<file path="config.mk">
export PLATFORM = sky130hd
export DESIGN_NAME = spi_dbuf_top
export DESIGN_NICKNAME = d
export VERILOG_FILES = /design/src/rtl/spi_dr_pkg.sv /design/src/rtl/spi_txbuf.sv /design/src/rtl/spi_shifter.sv /design/src/rtl/spi_rxbuf.sv /design/src/rtl/spi_dbuf_top.sv
export SDC_FILE = /design/constraint.sdc
export NUM_CORES = 1
export LEC_CHECK = 0
export ABC_AREA = 1
export CORE_MARGIN = 4
export CORE_UTILIZATION = 38
export CTS_BUF_LIST = sky130_fd_sc_hd__clkbuf_4 sky130_fd_sc_hd__clkbuf_8 sky130_fd_sc_hd__clkbuf_16
export DETAILED_ROUTE_END_ITERATION = 10
export GPL_TIMING_DRIVEN = 0
export PLACE_DENSITY = 0.6
export SLEW_MARGIN = 10
export SYNTH_ARGS = -nofsm -noshare
export SYNTH_HDL_FRONTEND = slang
export SYNTH_SLANG_ARGS = --single-unit
</file>
<file path="constraint.sdc">
create_clock -name clk -period 3 [get_ports clk]
set_input_delay 0.3 -clock clk [delete_from_list [all_inputs] [get_ports clk]]
set_output_delay 0.3 -clock clk [all_outputs]
set_load 0.1 [all_outputs]
</file>
<file path="src/rtl/spi_dr_pkg.sv">
package spi_dr_pkg;
  typedef enum logic {
    FRM_8  = 1'b0,
    FRM_16 = 1'b1
  } frame_t;

  localparam logic ADDR_DATA = 1'b0;
  localparam logic ADDR_STAT = 1'b1;
endpackage

</file>
<file path="src/rtl/spi_txbuf.sv">
module spi_txbuf #(
  parameter int DATA_W = 16
) (
  input  logic              clk,
  input  logic              rst,
  input  logic              wr_en,
  input  logic [DATA_W-1:0] wr_data,
  input  logic              take,
  output logic [DATA_W-1:0] buf_data,
  output logic              empty
);
  always_ff @(posedge clk) begin
    if (rst) begin
      buf_data <= '0;
      empty    <= 1'b1;
    end else begin
      if (take) empty <= 1'b1;
      if (wr_en) begin
        buf_data <= wr_data;
        empty    <= 1'b0;
      end
    end
  end

  assert_take_only_full_R6: assert property (@(posedge clk) disable iff (rst)
    take |-> !empty);
  assert_write_fills_R1: assert property (@(posedge clk) disable iff (rst)
    wr_en |=> !empty);
endmodule

</file>
<file path="src/rtl/spi_shifter.sv">
module spi_shifter #(
  parameter int DATA_W   = 16,
  parameter int SCK_HALF = 2
) (
  input  logic              clk,
  input  logic              rst,
  input  logic              enable,
  input  logic              wide,
  input  logic              tx_ready,
  input  logic [DATA_W-1:0] tx_data,
  input  logic              miso,
  output logic              take,
  output logic              sclk,
  output logic              mosi,
  output logic              rx_valid,
  output logic [DATA_W-1:0] rx_data
);
  localparam int BYTE_W = DATA_W / 2;
  localparam int BIT_W  = $clog2(DATA_W);
  localparam int CNT_W  = $clog2(SCK_HALF + 1);

  logic              busy;
  logic              frm_wide;
  logic [DATA_W-1:0] tx_sh;
  logic [DATA_W-1:0] rx_sh;
  logic [CNT_W-1:0]  div_cnt;
  logic [BIT_W-1:0]  bit_cnt;
  logic [BIT_W-1:0]  last_bit;

  assign take     = enable && tx_ready && !busy;
  assign mosi     = busy & tx_sh[DATA_W-1];
  assign last_bit = frm_wide ? BIT_W'(DATA_W - 1) : BIT_W'(BYTE_W - 1);

  always_ff @(posedge clk) begin
    if (rst) begin
      busy     <= 1'b0;
      frm_wide <= 1'b0;
      sclk     <= 1'b0;
      tx_sh    <= '0;
      rx_sh    <= '0;
      div_cnt  <= '0;
      bit_cnt  <= '0;
      rx_valid <= 1'b0;
      rx_data  <= '0;
    end else begin
      rx_valid <= 1'b0;
      if (!busy) begin
        if (take) begin
          busy     <= 1'b1;
          frm_wide <= wide;
          sclk     <= 1'b0;
          div_cnt  <= '0;
          bit_cnt  <= '0;
          rx_sh    <= '0;
          tx_sh    <= wide ? tx_data : {tx_data[BYTE_W-1:0], {(DATA_W-BYTE_W){1'b0}}};
        end
      end else if (div_cnt == CNT_W'(SCK_HALF - 1)) begin
        div_cnt <= '0;
        sclk    <= ~sclk;
        if (!sclk) begin
          rx_sh <= {rx_sh[DATA_W-2:0], miso};
        end else if (bit_cnt == last_bit) begin
          busy     <= 1'b0;
          rx_valid <= 1'b1;
          rx_data  <= frm_wide ? rx_sh : {{(DATA_W-BYTE_W){1'b0}}, rx_sh[BYTE_W-1:0]};
        end else begin
          tx_sh   <= {tx_sh[DATA_W-2:0], 1'b0};
          bit_cnt <= bit_cnt + 1'b1;
        end
      end else begin
        div_cnt <= div_cnt + 1'b1;
      end
    end
  end

  assert_sclk_idle_low_R10: assert property (@(posedge clk) disable iff (rst)
    !busy |-> !sclk);
  assert_mosi_steady_rise_R10: assert property (@(posedge clk) disable iff (rst)
    $rose(sclk) |-> $stable(mosi));
  assert_done_ends_frame_R8: assert property (@(posedge clk) disable iff (rst)
    rx_valid |-> !busy);
endmodule

</file>
<file path="src/rtl/spi_rxbuf.sv">
module spi_rxbuf #(
  parameter int DATA_W = 16
) (
  input  logic              clk,
  input  logic              rst,
  input  logic              rx_valid,
  input  logic [DATA_W-1:0] rx_frame,
  input  logic              data_rd,
  input  logic              stat_rd,
  output logic [DATA_W-1:0] buf_data,
  output logic              full,
  output logic              ovr
);
  logic armed;

  always_ff @(posedge clk) begin
    if (rst) begin
      buf_data <= '0;
      full     <= 1'b0;
      ovr      <= 1'b0;
      armed    <= 1'b0;
    end else begin
      if (rx_valid) begin
        buf_data <= rx_frame;
        full     <= 1'b1;
      end else if (data_rd) begin
        full <= 1'b0;
      end

      if (rx_valid && full) ovr <= 1'b1;
      else if (stat_rd && armed) ovr <= 1'b0;

      if (data_rd && ovr) armed <= 1'b1;
      else if (stat_rd) armed <= 1'b0;
    end
  end

  assert_overrun_sets_R9: assert property (@(posedge clk) disable iff (rst)
    (rx_valid && full) |=> ovr);
  assert_overrun_holds_R9: assert property (@(posedge clk) disable iff (rst)
    (ovr && !armed && !data_rd) |=> ovr);
  assert_read_drains_R8: assert property (@(posedge clk) disable iff (rst)
    (data_rd && !rx_valid) |=> !full);
  assert_frame_fills_R8: assert property (@(posedge clk) disable iff (rst)
    rx_valid |=> full);
endmodule

</file>
<file path="src/rtl/spi_dbuf_top.sv">
module spi_dbuf_top #(
  parameter int DATA_W   = 16,
  parameter int SCK_HALF = 2
) (
  input  logic              clk,
  input  logic              rst,
  input  logic              enable,
  input  logic              wide_sel,
  input  logic              bus_addr,
  input  logic              bus_wr,
  input  logic              bus_rd,
  input  logic [DATA_W-1:0] bus_wdata,
  output logic [DATA_W-1:0] bus_rdata,
  output logic              tx_empty,
  output logic              rx_full,
  output logic              overrun,
  output logic              sclk,
  output logic              mosi,
  input  logic              miso
);
  import spi_dr_pkg::*;

  frame_t            frm_q;
  logic              data_wr, data_rd, stat_rd;
  logic              take, rx_valid;
  logic [DATA_W-1:0] tx_word, rx_frame, rx_word;

  assign data_wr = bus_wr && (bus_addr == ADDR_DATA);
  assign data_rd = bus_rd && (bus_addr == ADDR_DATA);
  assign stat_rd = bus_rd && (bus_addr == ADDR_STAT);

  always_ff @(posedge clk) begin
    if (rst) frm_q <= FRM_8;
    else if (!enable) frm_q <= wide_sel ? FRM_16 : FRM_8;
  end

  spi_txbuf #(.DATA_W(DATA_W)) u_tx (
    .clk(clk), .rst(rst), .wr_en(data_wr), .wr_data(bus_wdata),
    .take(take), .buf_data(tx_word), .empty(tx_empty)
  );

  spi_shifter #(.DATA_W(DATA_W), .SCK_HALF(SCK_HALF)) u_sh (
    .clk(clk), .rst(rst), .enable(enable), .wide(frm_q == FRM_16),
    .tx_ready(!tx_empty), .tx_data(tx_word), .miso(miso), .take(take),
    .sclk(sclk), .mosi(mosi), .rx_valid(rx_valid), .rx_data(rx_frame)
  );

  spi_rxbuf #(.DATA_W(DATA_W)) u_rx (
    .clk(clk), .rst(rst), .rx_valid(rx_valid), .rx_frame(rx_frame),
    .data_rd(data_rd), .stat_rd(stat_rd), .buf_data(rx_word),
    .full(rx_full), .ovr(overrun)
  );

  always_ff @(posedge clk) begin
    if (rst) bus_rdata <= '0;
    else if (data_rd) bus_rdata <= rx_word;
    else if (stat_rd) bus_rdata <= {{(DATA_W-3){1'b0}}, overrun, tx_empty, rx_full};
  end

  assert_width_frozen_R3: assert property (@(posedge clk) disable iff (rst)
    $past(enable) |-> $stable(frm_q));
endmodule

</file>
==> metrics.yaml, run 1 <==
period_share: 0.789
finalCriticalPeriod_ps: 2370
synth_nets: 630
finalWirelength_um: 10300
clkLatencyLatePin_ps: 350
cp_slowest_stage_delay_ps: 1120
reg2reg_depth: 9
synth_cell_types: 30
cts_resized: 0
hpwl_um: 7570
cts_root_buffer: "clkbuf_16"
cts_made_buffers: 9
drive_gt1_frac: 0.0753
drt_pass1_iterations: 5
final_nets: 684
ant_nets: 0
die_h_um: 116
yosys_warnings: 0
multiInputGateArea_um2: 1910
required_ps: 2700
arrival_ps: 2070
hold_path.class: "input port to flop"
vias: 3843
fillers: 1170
synth_most_common_cell: "nand2_1"
synth_top_area_frac: 0.502
die_area_um2: 13400
finalPower_uw: 2890
die_width_um: 116
netlist_instances: 605
ff2ff_setup_slack_ps: 1320
core_area_um2: 11400
postCtsSetupBuffers: 0
hold_violations: 0
hold_path_depth: 2
drv_slew: 0
worst_clock_skew_ps: 6.72
leakagePower_uw: 0.00219
place_area_um2: 5040
synth_top_area_cell: "dfxtp_1"
syn-cell-area_um2: 4430
dpl_worst_slack_ps: 999
setup_viol_count_final: 0
yosys-top-cells-area: "dfxtp_1, nand2_1, nor2_1"
setup_tns_ps: 0
drv_cap: 0
antenna_found_initial: 0
clkTransAtPathRegs_ps: 70
synth_edf_count: 0
drc: 0
ys_seq_elements: 111
slowest_stage: "clkdlybuf4s50_1"
design_area_um2: 5320
ir_drop_uv: 278
wl_per_cell_um: 12.8
n_antenna_cell: 0
clkSinkCount: 111
setup_ws_ps: 633
area_delta_synth_final_pct: 20.1
place_congestion: 0.870
path_class: "flop to output port"
grtUsageTotal: 0.162
worst_pin_slew_ps: 975
cts_buffer_depth: 2
grt_pass1_wl_um: 17400
grt_pass1_vias: 3584
avgSynthCellArea_um2: 7.32
synth_commonest_cells: "nand2_1, dfxtp_1, nor2_1"
cts_max_level: 3
critPathMaxFanout: 9
rows: 39
first_iter_violations: 344
path_cells: "buf_6, nand2_1, inv_1, clkdlybuf4s50_1"
cts_tree: "done"
powerDensity_nw_per_um2: 543
port_buffers: 43
grt_setup_unrepaired: "no"
synth_flop_cell: "dfxtp_1"
grt_max_degree: 18
regArea_um2: 2220
worstSetupStartpointType: "flop"
via_per_inst: 4.76
endpoint_kind: "output port"
gr-total-overflow: 0
io_pins: 45
status: "finished clean"
hold_buffers: 0
slew-limit-headroom: 0.348
async_flop_share: 0
start_util: 0.388
ys_seq_area_frac: 0.502
max_freq_mhz: 422
-- worst max-delay path: cells and delay by family, from the launching register on --
| kind | cells | cell delay, ps |
|---|---|---|
| buffers and inverters | 3 | 1330 |
| and+or+nand+nor | 1 | 60 |
| DFF | 1 | 340 |
-- final cells by class --
class                      count  area share
timing repair buffer          43      0.0809
clock inverter                 5     0.00635
inverter                      24      0.0181
buffer                        36      0.0369
multi-input combinational    434       0.360
tap                          143      0.0336
sequential                   111       0.418
clock buffer                  11      0.0464
-- per-layer routing --
layer  wire, µm  share of wire  track usage  up-vias
met5          0              0            0        -
met4        121          0.012       0.0580        0
met3        585          0.057       0.0329       11
met2       4250           0.41        0.239       80
met1       5360           0.52        0.235     1709
li1           -              -            -     2043
-- flip-flops by register name, summed over array words and instances, names as in the netlist --
| name | flops |
|---|---|
| u_sh.sclk | 1 |
| u_rx.full | 1 |
| u_sh.rx_valid | 1 |
| u_tx.buf_data | 16 |
| frm_q | 1 |
| u_rx.buf_data | 16 |
| u_rx.ovr | 1 |
| u_tx.empty | 1 |
| u_sh.tx_sh | 16 |
| u_sh.div_cnt | 2 |
| u_sh.rx_data | 16 |
| bus_rdata | 16 |
| u_sh.frm_wide | 1 |
| u_sh.rx_sh | 16 |
| u_sh.busy | 1 |
| u_rx.armed | 1 |
| u_sh.bit_cnt | 4 |
-- placed cells by master, fill, tap and decap left out, types with 9 or more instances in the layout --
master / instances
buf_2: 12
a21oi_1: 41
clkbuf_1: 16
inv_1: 17
dfxtp_1: 111
nand3_1: 42
o21ai_0: 54
nand2_1: 170
nor2_1: 100
clkbuf_16: 9
clkdlybuf4s50_1: 43
-- path summary, 6_finish.rpt --
kind / endpoint / from
worst max register to register: u_sh.rx_data[10] / u_sh.bit_cnt[0]
worst min-delay path: u_rx.full / rst
worst max-delay path: mosi / u_sh.busy
worst min register to register: u_sh.rx_data[4] / u_sh.rx_data[4]
-- metrics by stage --
stage	std cells	hold WS (ps)	util
6_report	807	318	0.466
5_1_grt	807	357	0.466
3_3_place_gp	791	436	0.441
3_5_place_dp	791	437	0.441
2_1_floorplan	605	394	-
4_1_cts	807	317	0.466
-- power by group --
part | leakage (µW) | switching, µW | internal, µW
combinational | 0.00115 | 147 | 86.5
clock | 0.000135 | 531 | 594
sequential | 0.000899 | 23.3 | 1510
total | 0.00219 | 701 | 2190
-- cell families after synthesis --
logic type               share of synthesized area
flip-flops                                   0.502
AO/OA/AOI/OAI                                0.111
buffers and inverters                       0.0661
AND/OR/NAND/NOR                              0.318
adder cells (fa/ha/maj)                    0.00283
No activity file was read; power rests on OpenSTA's default activity.
==> run 2: changes to the inputs <==
clock period = 2.46 ns   (was 3 ns; I/O delays follow)
==> results of run 2 <==
Same layout as run 1 (identical final DEF). Status: finished clean.
Among the figures that moved: setup slack after placement 999 ps -> 513 ps; setup slack after layout 633 ps -> 147 ps; hold slack 318 ps -> 264 ps; register-to-register setup slack 1320 ps -> 780 ps; total power 2890 µW -> 3520 µW; worst IR drop on VDD 278 µV -> 339 µV
